**src/rtl/refresh_timer_pkg.sv**
```systemverilog
package refresh_timer_pkg;

    typedef enum logic [1:0] {
        ST_OFF  = 2'd0,
        ST_LOAD = 2'd1,
        ST_RUN  = 2'd2
    } ref_state_e;

    localparam int          RATE_W    = 3;
    localparam int          FREQ_W    = 2;
    localparam int          NUM_RATES = 5;
    localparam logic [1:0]  FREQ_FAST = 2'b00;
    localparam logic [1:0]  FREQ_SLOW = 2'b10;

endpackage

```
**src/rtl/refresh_class_map.sv**
```systemverilog
module refresh_class_map
    import refresh_timer_pkg::*;
(
    input  logic [7:0]        class_byte,
    output logic [RATE_W-1:0] class_rate
);
    logic [6:0] idx;

    assign idx = class_byte[6:0];

    always_comb begin
        case (idx)
            7'd0:    class_rate = 3'd1;
            7'd1:    class_rate = 3'd5;
            7'd2:    class_rate = 3'd5;
            7'd3:    class_rate = 3'd2;
            7'd4:    class_rate = 3'd3;
            7'd5:    class_rate = 3'd4;
            default: class_rate = 3'd0;
        endcase
    end

    // the lookup never yields a reserved code
    always_comb begin
        a_r10_code_range: assert (class_rate <= 3'd5);
    end
endmodule

```
**src/rtl/refresh_interval_calc.sv**
```systemverilog
module refresh_interval_calc
    import refresh_timer_pkg::*;
#(
    parameter int BASE_FAST = 1560,
    parameter int BASE_SLOW = 1030,
    parameter int CNT_W     = 15
) (
    input  logic [RATE_W-1:0] rate_code,
    input  logic [FREQ_W-1:0] freq_sel,
    output logic [CNT_W-1:0]  interval,
    output logic              cfg_ok
);
    logic [CNT_W-1:0] fast_tab [NUM_RATES];
    logic [CNT_W-1:0] slow_tab [NUM_RATES];
    logic             rate_ok;
    logic             freq_ok;

    for (genvar g = 0; g < NUM_RATES; g++) begin : g_tab
        assign fast_tab[g] = CNT_W'(BASE_FAST << g);
        assign slow_tab[g] = CNT_W'(BASE_SLOW << g);
    end

    assign rate_ok = (rate_code >= 3'd1) && (rate_code <= 3'(NUM_RATES));
    assign freq_ok = (freq_sel == FREQ_FAST) || (freq_sel == FREQ_SLOW);
    assign cfg_ok  = rate_ok && freq_ok;

    always_comb begin
        interval = '0;
        if (cfg_ok) begin
            if (freq_sel == FREQ_FAST)
                interval = fast_tab[rate_code - 3'd1];
            else
                interval = slow_tab[rate_code - 3'd1];
        end
    end

    // a valid setting never gives an empty interval
    always_comb begin
        a_r2_interval_nonzero: assert (!cfg_ok || interval != '0);
    end
endmodule

```
**src/rtl/refresh_pend_ctr.sv**
```systemverilog
module refresh_pend_ctr #(
    parameter int PEND_MAX = 8,
    parameter int PEND_W   = 4
) (
    input  logic              clk,
    input  logic              rst_n,
    input  logic              inc,
    input  logic              ack,
    output logic [PEND_W-1:0] count,
    output logic              req
);
    logic dec;
    logic at_max;

    assign at_max = (count == PEND_W'(PEND_MAX));
    assign dec    = ack && (count != '0);

    always_ff @(posedge clk) begin
        if (!rst_n) begin
            count <= '0;
        end else if (inc && !dec && !at_max) begin
            count <= count + 1'b1;
        end else if (dec && !inc) begin
            count <= count - 1'b1;
        end
    end

    assign req = (count != '0);

    // never above the ceiling
    a_r9_no_overflow: assert property (@(posedge clk) disable iff (!rst_n)
        count <= PEND_W'(PEND_MAX));

    // without an ack the outstanding count never shrinks
    a_r8_hold_until_ack: assert property (@(posedge clk) disable iff (!rst_n)
        (req && !ack) |=> (count >= $past(count)));

    // a lone ack retires exactly one
    a_r8_ack_step: assert property (@(posedge clk) disable iff (!rst_n)
        (ack && !inc && count != '0) |=> (count == $past(count) - 1'b1));
endmodule

```
**src/rtl/refresh_timer.sv**
```systemverilog
module refresh_timer
    import refresh_timer_pkg::*;
#(
    parameter  int BASE_FAST = 1560,
    parameter  int BASE_SLOW = 1030,
    parameter  int PEND_MAX  = 8,
    localparam int PEND_W    = $clog2(PEND_MAX + 1)
) (
    input  logic              clk,
    input  logic              rst_n,
    input  logic              refresh_en,
    input  logic [2:0]        rate_code,
    input  logic [1:0]        freq_sel,
    input  logic              refresh_ack,
    input  logic [7:0]        class_byte,
    output logic [2:0]        class_rate,
    output logic              refresh_req,
    output logic [PEND_W-1:0] pending_cnt
);
    localparam int BASE_MAX = (BASE_FAST > BASE_SLOW) ? BASE_FAST : BASE_SLOW;
    localparam int CNT_W    = $clog2((BASE_MAX << (NUM_RATES - 1)) + 1);

    ref_state_e                state_q, state_d;
    logic [CNT_W-1:0]          cnt_q;
    logic [CNT_W-1:0]          interval;
    logic                      cfg_ok;
    logic [RATE_W+FREQ_W-1:0]  cfg_q;
    logic                      cfg_chg;
    logic                      run_ok;
    logic                      expire;

    refresh_class_map u_map (
        .class_byte (class_byte),
        .class_rate (class_rate)
    );

    refresh_interval_calc #(
        .BASE_FAST (BASE_FAST),
        .BASE_SLOW (BASE_SLOW),
        .CNT_W     (CNT_W)
    ) u_calc (
        .rate_code (rate_code),
        .freq_sel  (freq_sel),
        .interval  (interval),
        .cfg_ok    (cfg_ok)
    );

    assign cfg_chg = ({rate_code, freq_sel} != cfg_q);
    assign run_ok  = refresh_en && cfg_ok;

    always_comb begin
        state_d = state_q;
        unique case (state_q)
            ST_OFF:  state_d = run_ok ? ST_LOAD : ST_OFF;
            ST_LOAD: state_d = !run_ok ? ST_OFF : (cfg_chg ? ST_LOAD : ST_RUN);
            ST_RUN:  state_d = !run_ok ? ST_OFF : (cfg_chg ? ST_LOAD : ST_RUN);
            default: state_d = ST_OFF;
        endcase
    end

    always_ff @(posedge clk) begin
        if (!rst_n) begin
            state_q <= ST_OFF;
            cfg_q   <= '0;
        end else begin
            state_q <= state_d;
            cfg_q   <= {rate_code, freq_sel};
        end
    end

    assign expire = (state_q == ST_RUN) && run_ok && !cfg_chg && (cnt_q == CNT_W'(1));

    always_ff @(posedge clk) begin
        if (!rst_n) begin
            cnt_q <= '0;
        end else begin
            unique case (state_q)
                ST_LOAD: cnt_q <= interval;
                ST_RUN:  cnt_q <= expire ? interval : cnt_q - 1'b1;
                default: cnt_q <= cnt_q;
            endcase
        end
    end

    refresh_pend_ctr #(
        .PEND_MAX (PEND_MAX),
        .PEND_W   (PEND_W)
    ) u_pend (
        .clk   (clk),
        .rst_n (rst_n),
        .inc   (expire),
        .ack   (refresh_ack),
        .count (pending_cnt),
        .req   (refresh_req)
    );

    // a cleared enable adds nothing on the next edge
    a_r5_disabled_no_growth: assert property (@(posedge clk) disable iff (!rst_n)
        !refresh_en |=> (pending_cnt <= $past(pending_cnt)));

    // invalid settings add nothing
    a_r4_invalid_no_growth: assert property (@(posedge clk) disable iff (!rst_n)
        !cfg_ok |=> (pending_cnt <= $past(pending_cnt)));

    // a settled load fills the counter with the selected interval
    a_r7_load_fill: assert property (@(posedge clk) disable iff (!rst_n)
        (state_q == ST_LOAD && run_ok && !cfg_chg) |=> (cnt_q == $past(interval)));
endmodule

```
**config.mk**
```make
export PLATFORM = sky130hd
export DESIGN_NAME = refresh_timer
export DESIGN_NICKNAME = d
export VERILOG_FILES = /design/src/rtl/refresh_timer_pkg.sv /design/src/rtl/refresh_class_map.sv /design/src/rtl/refresh_interval_calc.sv /design/src/rtl/refresh_pend_ctr.sv /design/src/rtl/refresh_timer.sv
export SDC_FILE = /design/constraint.sdc
export NUM_CORES = 1
export LEC_CHECK = 0
export ABC_CLOCK_PERIOD_IN_PS = 3800
export CORE_MARGIN = 3
export CORE_UTILIZATION = 57
export CTS_CLUSTER_SIZE = 40
export DETAILED_ROUTE_END_ITERATION = 8
export GPL_TIMING_DRIVEN = 1
export PLACE_DENSITY = 0.83
export REMOVE_ABC_BUFFERS = 1
export SETUP_SLACK_MARGIN = 0.2
export SLEW_MARGIN = 20
export SYNTH_ARGS = -nofsm -noshare
export SYNTH_HDL_FRONTEND = slang
export SYNTH_HIERARCHICAL = 1
export SYNTH_SLANG_ARGS = --single-unit
```
**constraint.sdc**
```tcl
create_clock -name clk -period 3.8 [get_ports clk]
set_input_delay 0.76 -clock clk [delete_from_list [all_inputs] [get_ports clk]]
set_output_delay 0.76 -clock clk [all_outputs]
set_load 0.005 [all_outputs]
```
==> metrics.txt, run 1 <==
Reg clk slew, reported paths=0.09 ns; DRC violations left=0; CTS H-tree lvls=1; shortest period the worst path allows=3.38 ns; EDFF count, synth=0; Avg WL per Cell=15.0 um; number of antenna diodes=0; Slew HR=0.497; die area=4700 um^2; Synth cell types=70; Synth Area in Adders=0.0920; reg2reg path depth=12; # setup viols final=0; I/O pins=25; worst-margin pin slew=0.749 ns; WS Path Type=input port to register; FP Rows=22; CTS sink cnt=26; Synth area leader=dfxtp_1; Ys Warns=6; M2 GR Usage=0.365; CP Max Fanout=4; Synth Register Bits=26; Final Max Slew Viols=0; maximum clock path buffer count=2; post-synth design cell area=2230 um^2; Placer Congestion=0.838; worst hold path class=register to register; reg-to-reg endpoint=u_pend/count[3]; met1 global-route usage=0.323; Fin. Hold Viols=0; status=complete, no violations; Setup TNS=0 ns; post-DP HPWL=3770 um; Syn Inst Count=261; nets@finish=323; Seq/Total Area, Yosys=0.233; Post-Synth Simple-Gate Area=0.301; pin count of the biggest net entering global routing=32; Final Skew=0.00501 ns; PwrDens=332 nW/um^2; FFs w/ async S/R, synth=0; P&R area growth vs syn=17.3%; busiest grt layer=met2; Final ANT Viol Nets=0; CP startpoint kind=input port; VDD IR max=0.375 mV; Synth Area in XOR/XNOR=0.0466; max-cap viol count=0; CP endpoint kind=register; via/cell ratio=6.03; Synth Area in Compound Gates=0.208; layout cells sized above 1=0.183; top post-synthesis cells by area=dfxtp_1 23%, ha_1 7.9%, nor3_1 4.0%, nand2_1 3.2%, o21ai_0 3.1%; core area=3720 um^2; Worst Slack Setup Final=0.419 ns; total CTS buffers=3; Worst Path Required=4.02 ns; area share of the largest cell type after synthesis=0.233; CTS tree=built; vias in the first global route=1759; via count=2039; drt initial violations=139; DIE HEIGHT=68.5 um; first-pass GRT wire length=8320 um; largest family of logic cells by synthesized area=simple AND/OR/NAND/NOR gates; crit path from=rate_code[2]; GR Util All Layers=0.230; worst-skew pair later-pin latency=0.28 ns; initial antenna violation count=0; gr ovfl total=0; CP Capture Point=u_pend/count[3]; Initial Util=0.600; setup bufs post-CTS=0; fillers=313; DR pass1 iterations=4; Syn Area/Cell=8.54 um^2; Die Wd=68.5 um; Pleak=1.01 nW; Crit path arrival time=3.61 ns; met3 Use GR=0.0308; RSZ-0062 raised after global routing=no; port bufs=23; highest clock rate=296 MHz; clock tree root driver cell=clkbuf_8; # hold bufs at CTS=0; Pwr Total=0.000868 W; final worst path period share=0.890; final WL=5060 um; mux cell area share after synthesis=0.0522; Synth Flop Type=dfxtp_1; FF-to-FF Start=state_q[0]; FF-to-FF setup slack=0.98 ns; Setup WS pre-CTS=-0.0390 ns
## cell usage in the layout (no fill, tap or decap), types with 4 or more instances in the layout
cell type and count:
dfxtp_1 26, clkdlybuf4s50_1 21, nand2_1 19, nor3_1 18, nor2_1 17, buf_4 17, o21ai_0 13, ha_1 13
inv_1 11, xnor2_1 8, nand3_1 7, nor4_1 7, or3_1 6, mux2i_1 6, and2_1 6, nand4_1 6
a32o_1 6, mux2_2 5, a21oi_1 4, nand2b_1 4, clkbuf_8 4
## synthesized netlist by cell type, types with 2 or more instances
cell / count
a211oi_1: 2
a211oi_2: 3
a21oi_1: 4
a21oi_2: 2
a31oi_1: 3
a32o_1: 6
and2_1: 6
buf_2: 3
buf_4: 2
buf_6: 2
clkbuf_1: 4
clkbuf_2: 2
dfxtp_1: 26
ha_1: 14
inv_1: 11
mux2_2: 5
mux2i_1: 6
nand2_1: 19
nand2b_1: 4
nand3_1: 7
nand3b_1: 3
nand4_1: 6
nor2_1: 18
nor2b_1: 3
nor3_1: 18
nor4_1: 7
o211ai_1: 3
o21ai_0: 14
o22ai_1: 2
o311ai_0: 2
or3_1: 6
or4_4: 2
xnor2_1: 8
xor2_1: 2
## metrics by stage
| stage | instance area [um^2] | utilization | cells | hold WS (ns) |
|---|---|---|---|---|
| CTS | 2600 | 0.700 | 338 | 0.510 |
| floorplan | 2130 | - | 246 | 0.462 |
| global route | 2620 | 0.704 | 338 | 0.527 |
| global placement | 2550 | 0.685 | 334 | 0.469 |
| detailed placement | 2550 | 0.685 | 334 | 0.487 |
| finish | 2620 | 0.704 | 338 | 0.514 |
## cells by family (layout without fill, tap and decap cells)
family	count (synthesis)	after routing
other	1	1
AND/OR/NAND/NOR	114	114
AO/OA/AOI/OAI	55	55
multiplexers	11	11
buffers and inverters	27	56
flip-flops	26	26
adder cells (fa/ha/maj)	16	16
XOR/XNOR	11	11
## where the power goes
group	switching, W	internal [W]	total (W)
Clock	0.0000955	0.0000930	0.000188
Sequential	0.0000374	0.000296	0.000334
Combinational	0.000168	0.000178	0.000346
## registers in the layout, summed over array words and instances (netlist names)
name / flops
cnt_q: 15
cfg_q: 5
u_pend/count: 4
state_q: 2
## how the worst min path moves through the flow
stage	start	endpoint	slack (ns)	depth (start not counted)
CTS	cnt_q[14]	cnt_q[14]	0.51	1
global route	cnt_q[14]	cnt_q[14]	0.53	1
floorplan	cnt_q[14]	cnt_q[14]	0.46	1
detailed placement	cnt_q[14]	cnt_q[14]	0.49	1
finish	cnt_q[14]	cnt_q[14]	0.51	1
global placement	cnt_q[14]	cnt_q[14]	0.47	1
## what timing repair did
item | 4_1_cts | 5_1_grt
endpoints found under the setup margin | 0 | 9
gates resized for setup | 0 | 6
hold endpoints to repair | 0 | 0
## worst max-delay path: stages
cell and delay [ns]:
clkdlybuf4s50_1 0.58, or3_4 0.18, a21oi_4 0.05, nor2_1 0.10
nand2_1 0.07, or3_1 0.37, nor2_1 0.11, nand2_1 0.09
nor2_2 0.13, nand2_1 0.11, ha_1 0.34, a21oi_1 0.14
nand2_1 0.11, o311a_2 0.38, nand4_1 0.08
## per-layer routing
metal	up-vias	part of all wire
met5	-	0
met4	0	0.017
met3	9	0.055
met2	57	0.47
met1	949	0.46
li1	1024	-
## layout make-up
class / count / area (um^2) / share of cell area
clock buffer: 4 / 55.1 / 0.0211
multi-input combinational: 208 / 1570 / 0.601
timing repair buffer: 40 / 363 / 0.139
inverter: 12 / 45.0 / 0.0172
sequential: 26 / 520 / 0.199
tap: 48 / 60.1 / 0.0230
(Power assumes the default switching activity.)
==> inputs of run 2 (changes only) <==
Settings changed: CORE_MARGIN 3 to unset.
==> metrics.txt, run 2 (synthesis results as in run 1) <==
FF-to-FF Start=state_q[0] (unchanged); FP Rows=22 (unchanged); reg2reg path depth=12 (unchanged); switching pwr=0.000298 W (was 0.000301 W); total CTS buffers=3 (unchanged); most frequent CP cell=nand2_1 (unchanged); setup bufs post-CTS=0 (unchanged); worst-margin pin slew=0.759 ns (was 0.749 ns); CTS tree=built (unchanged); via/cell ratio=5.99 (was 6.03); pin count of the biggest net entering global routing=31 (was 32); Top Registers=cnt_q (15), cfg_q (5), u_pend/count (4) (unchanged); Final Skew=0.00413 ns (was 0.00501 ns); met3 Use GR=0.0246 (was 0.0308); layout cells sized above 1=0.176 (was 0.183); Setup WS pre-CTS=0.0151 ns (was -0.0390 ns); nets@finish=322 (was 323); initial antenna violation count=0 (unchanged); CP Capture Point=u_pend/count[3] (unchanged); Reg clk slew, reported paths=0.09 ns (about the same); WP depth=15 (unchanged); status=complete, no violations (unchanged); M2 GR Usage=0.424 (was 0.365); max-cap viol count=0 (unchanged); most frequent cells in the layout=26 x dfxtp_1, 21 x clkdlybuf4s50_1, 19 x nand2_1 (unchanged); Placer Congestion=0.849 (was 0.838); DIE HEIGHT=64.5 um (was 68.5 um); port bufs=23 (unchanged); shortest period the worst path allows=3.34 ns (was 3.38 ns); busiest grt layer=met2 (unchanged); VDD IR max=0.353 mV (was 0.375 mV); clock tree root driver cell=clkbuf_8 (unchanged); Final Max Slew Viols=0 (unchanged); Seq pwr share=0.387 (was 0.384); Slew HR=0.490 (was 0.497); met1 global-route usage=0.343 (was 0.323); drt initial violations=123 (was 139); Final ANT Viol Nets=0 (unchanged); share of total power in combinational logic=0.401 (was 0.398); placed cells=333 (was 334); commonest non-fill, non-tap cell in the layout=dfxtp_1 (unchanged); Worst Slack Setup Final=0.461 ns (was 0.419 ns); crit path from=rate_code[2] (unchanged); die area=4170 um^2 (was 4700 um^2); Critical path buffers and inverters=1 (unchanged); maximum clock path buffer count=2 (unchanged); gr ovfl total=0 (unchanged); CTS sink cnt=26 (unchanged); Fin. Hold Viols=0 (unchanged); internal cell power=0.000567 W (about the same); GR Util All Layers=0.259 (was 0.230); reg-to-reg endpoint=u_pend/count[3] (unchanged); Die Wd=64.5 um (was 68.5 um); highest clock rate=299 MHz (was 296 MHz); DR pass1 iterations=5 (was 4); first-pass GRT wire length=8510 um (was 8320 um); fin cells=337 (was 338); core area=3720 um^2 (unchanged); Pleak=1.00 nW (was 1.01 nW); clock share of power=0.212 (was 0.217); RSZ-0062 raised after global routing=no (unchanged); CP top delay family=simple AND/OR/NAND/NOR gates (unchanged); Worst Path Required=4.02 ns (about the same); # setup viols final=0 (unchanged); P&R area growth vs syn=16.8% (was 17.3%); Slowest-stage cell, CP=clkdlybuf4s50_1 (unchanged); post-DP HPWL=3700 um (was 3770 um); worst-skew pair later-pin latency=0.27 ns (was 0.28 ns); Reg with most FFs=cnt_q (unchanged); Setup TNS=0 ns (unchanged); CTS H-tree lvls=1 (unchanged); CP endpoint kind=register (unchanged); Final Util=0.701 (was 0.704); sw frac=0.344 (was 0.346); via count=2017 (was 2039); vias in the first global route=1841 (was 1759); DRC violations left=0 (unchanged); hold path depth=1 (unchanged); CP Max Fanout=4 (unchanged); I/O pins=25 (unchanged); number of antenna diodes=0 (unchanged); final worst path period share=0.879 (was 0.890); Avg WL per Cell=14.9 um (was 15.0 um); WS Path Type=input port to register (unchanged); worst hold path class=register to register (unchanged); PwrDens=332 nW/um^2 (about the same); CP startpoint kind=input port (unchanged); FF-to-FF setup slack=0.99 ns (was 0.98 ns); final WL=5010 um (was 5060 um); fillers=302 (was 313); Initial Util=0.600 (unchanged); Crit path arrival time=3.56 ns (was 3.61 ns); crit path cell chain=clkdlybuf4s50_1 > or3_4 > a21oi_4 > nor2_1 > nand2_1 > or3_1 > nor2_1 > nand2_1 > nor2_2 > nand2_1 > ha_1 > a21oi_1 > nand2_1 > o311a_2 > nand4_1 (unchanged); crit-path max cell delay=0.54 ns (was 0.58 ns); max reg flops=15 (unchanged)
==> run 2: repair_timing <==
action / 4_1_cts / 5_1_grt
hold buffers: 0 / 0
resized for setup: 0 / 5
endpoints found under the setup margin: 0 / 1
hold endpoints to repair: 0 / 0
==> run 2: power groups by stage <==
stage	sequential [W]	clock [W]	combinational (W)
6_report	0.000334	0.000183	0.000347
3_5_place_dp	0.000341	0	0.000343
2_1_floorplan	0.000335	0	0.000210
3_3_place_gp	0.000341	0	0.000335
4_1_cts	0.000335	0.000191	0.000348
5_1_grt	0.000342	0.000201	0.000383
==> run 2: final cells by class <==
class / instances / area (um^2) / area share
Tap cell: 48 / 60.1 / 0.0231
Inverter: 12 / 45.0 / 0.0173
Sequential cell: 26 / 520 / 0.200
Multi-Input combinational cell: 208 / 1570 / 0.602
Clock buffer: 4 / 55.1 / 0.0211
Timing Repair Buffer: 39 / 355 / 0.136
==> run 2: metal layers <==
metal / vias up / wire length (um)
met3: 10 / 201
met2: 55 / 2310
met5: - / 0
li1: 1018 / -
met4: 0 / 123
met1: 934 / 2370
==> run 2: worst min-delay path by stage <==
stage / startpoint / end
6_report: cnt_q[7] / cnt_q[7]
5_1_grt: cnt_q[7] / cnt_q[7]
4_1_cts: cnt_q[7] / cnt_q[7]
3_5_place_dp: cnt_q[7] / cnt_q[7]
3_3_place_gp: cnt_q[14] / cnt_q[14]
2_1_floorplan: cnt_q[14] / cnt_q[14]
==> run 2: stage by stage <==
stage / area [um^2] / hold slack, ns / power, W
after floorplan: 2130 / 0.462 / 0.000545
after global placement: 2540 / 0.470 / 0.000676
after detailed placement: 2540 / 0.486 / 0.000684
after CTS: 2590 / 0.509 / 0.000874
after global routing: 2600 / 0.532 / 0.000926
final: 2600 / 0.509 / 0.000865
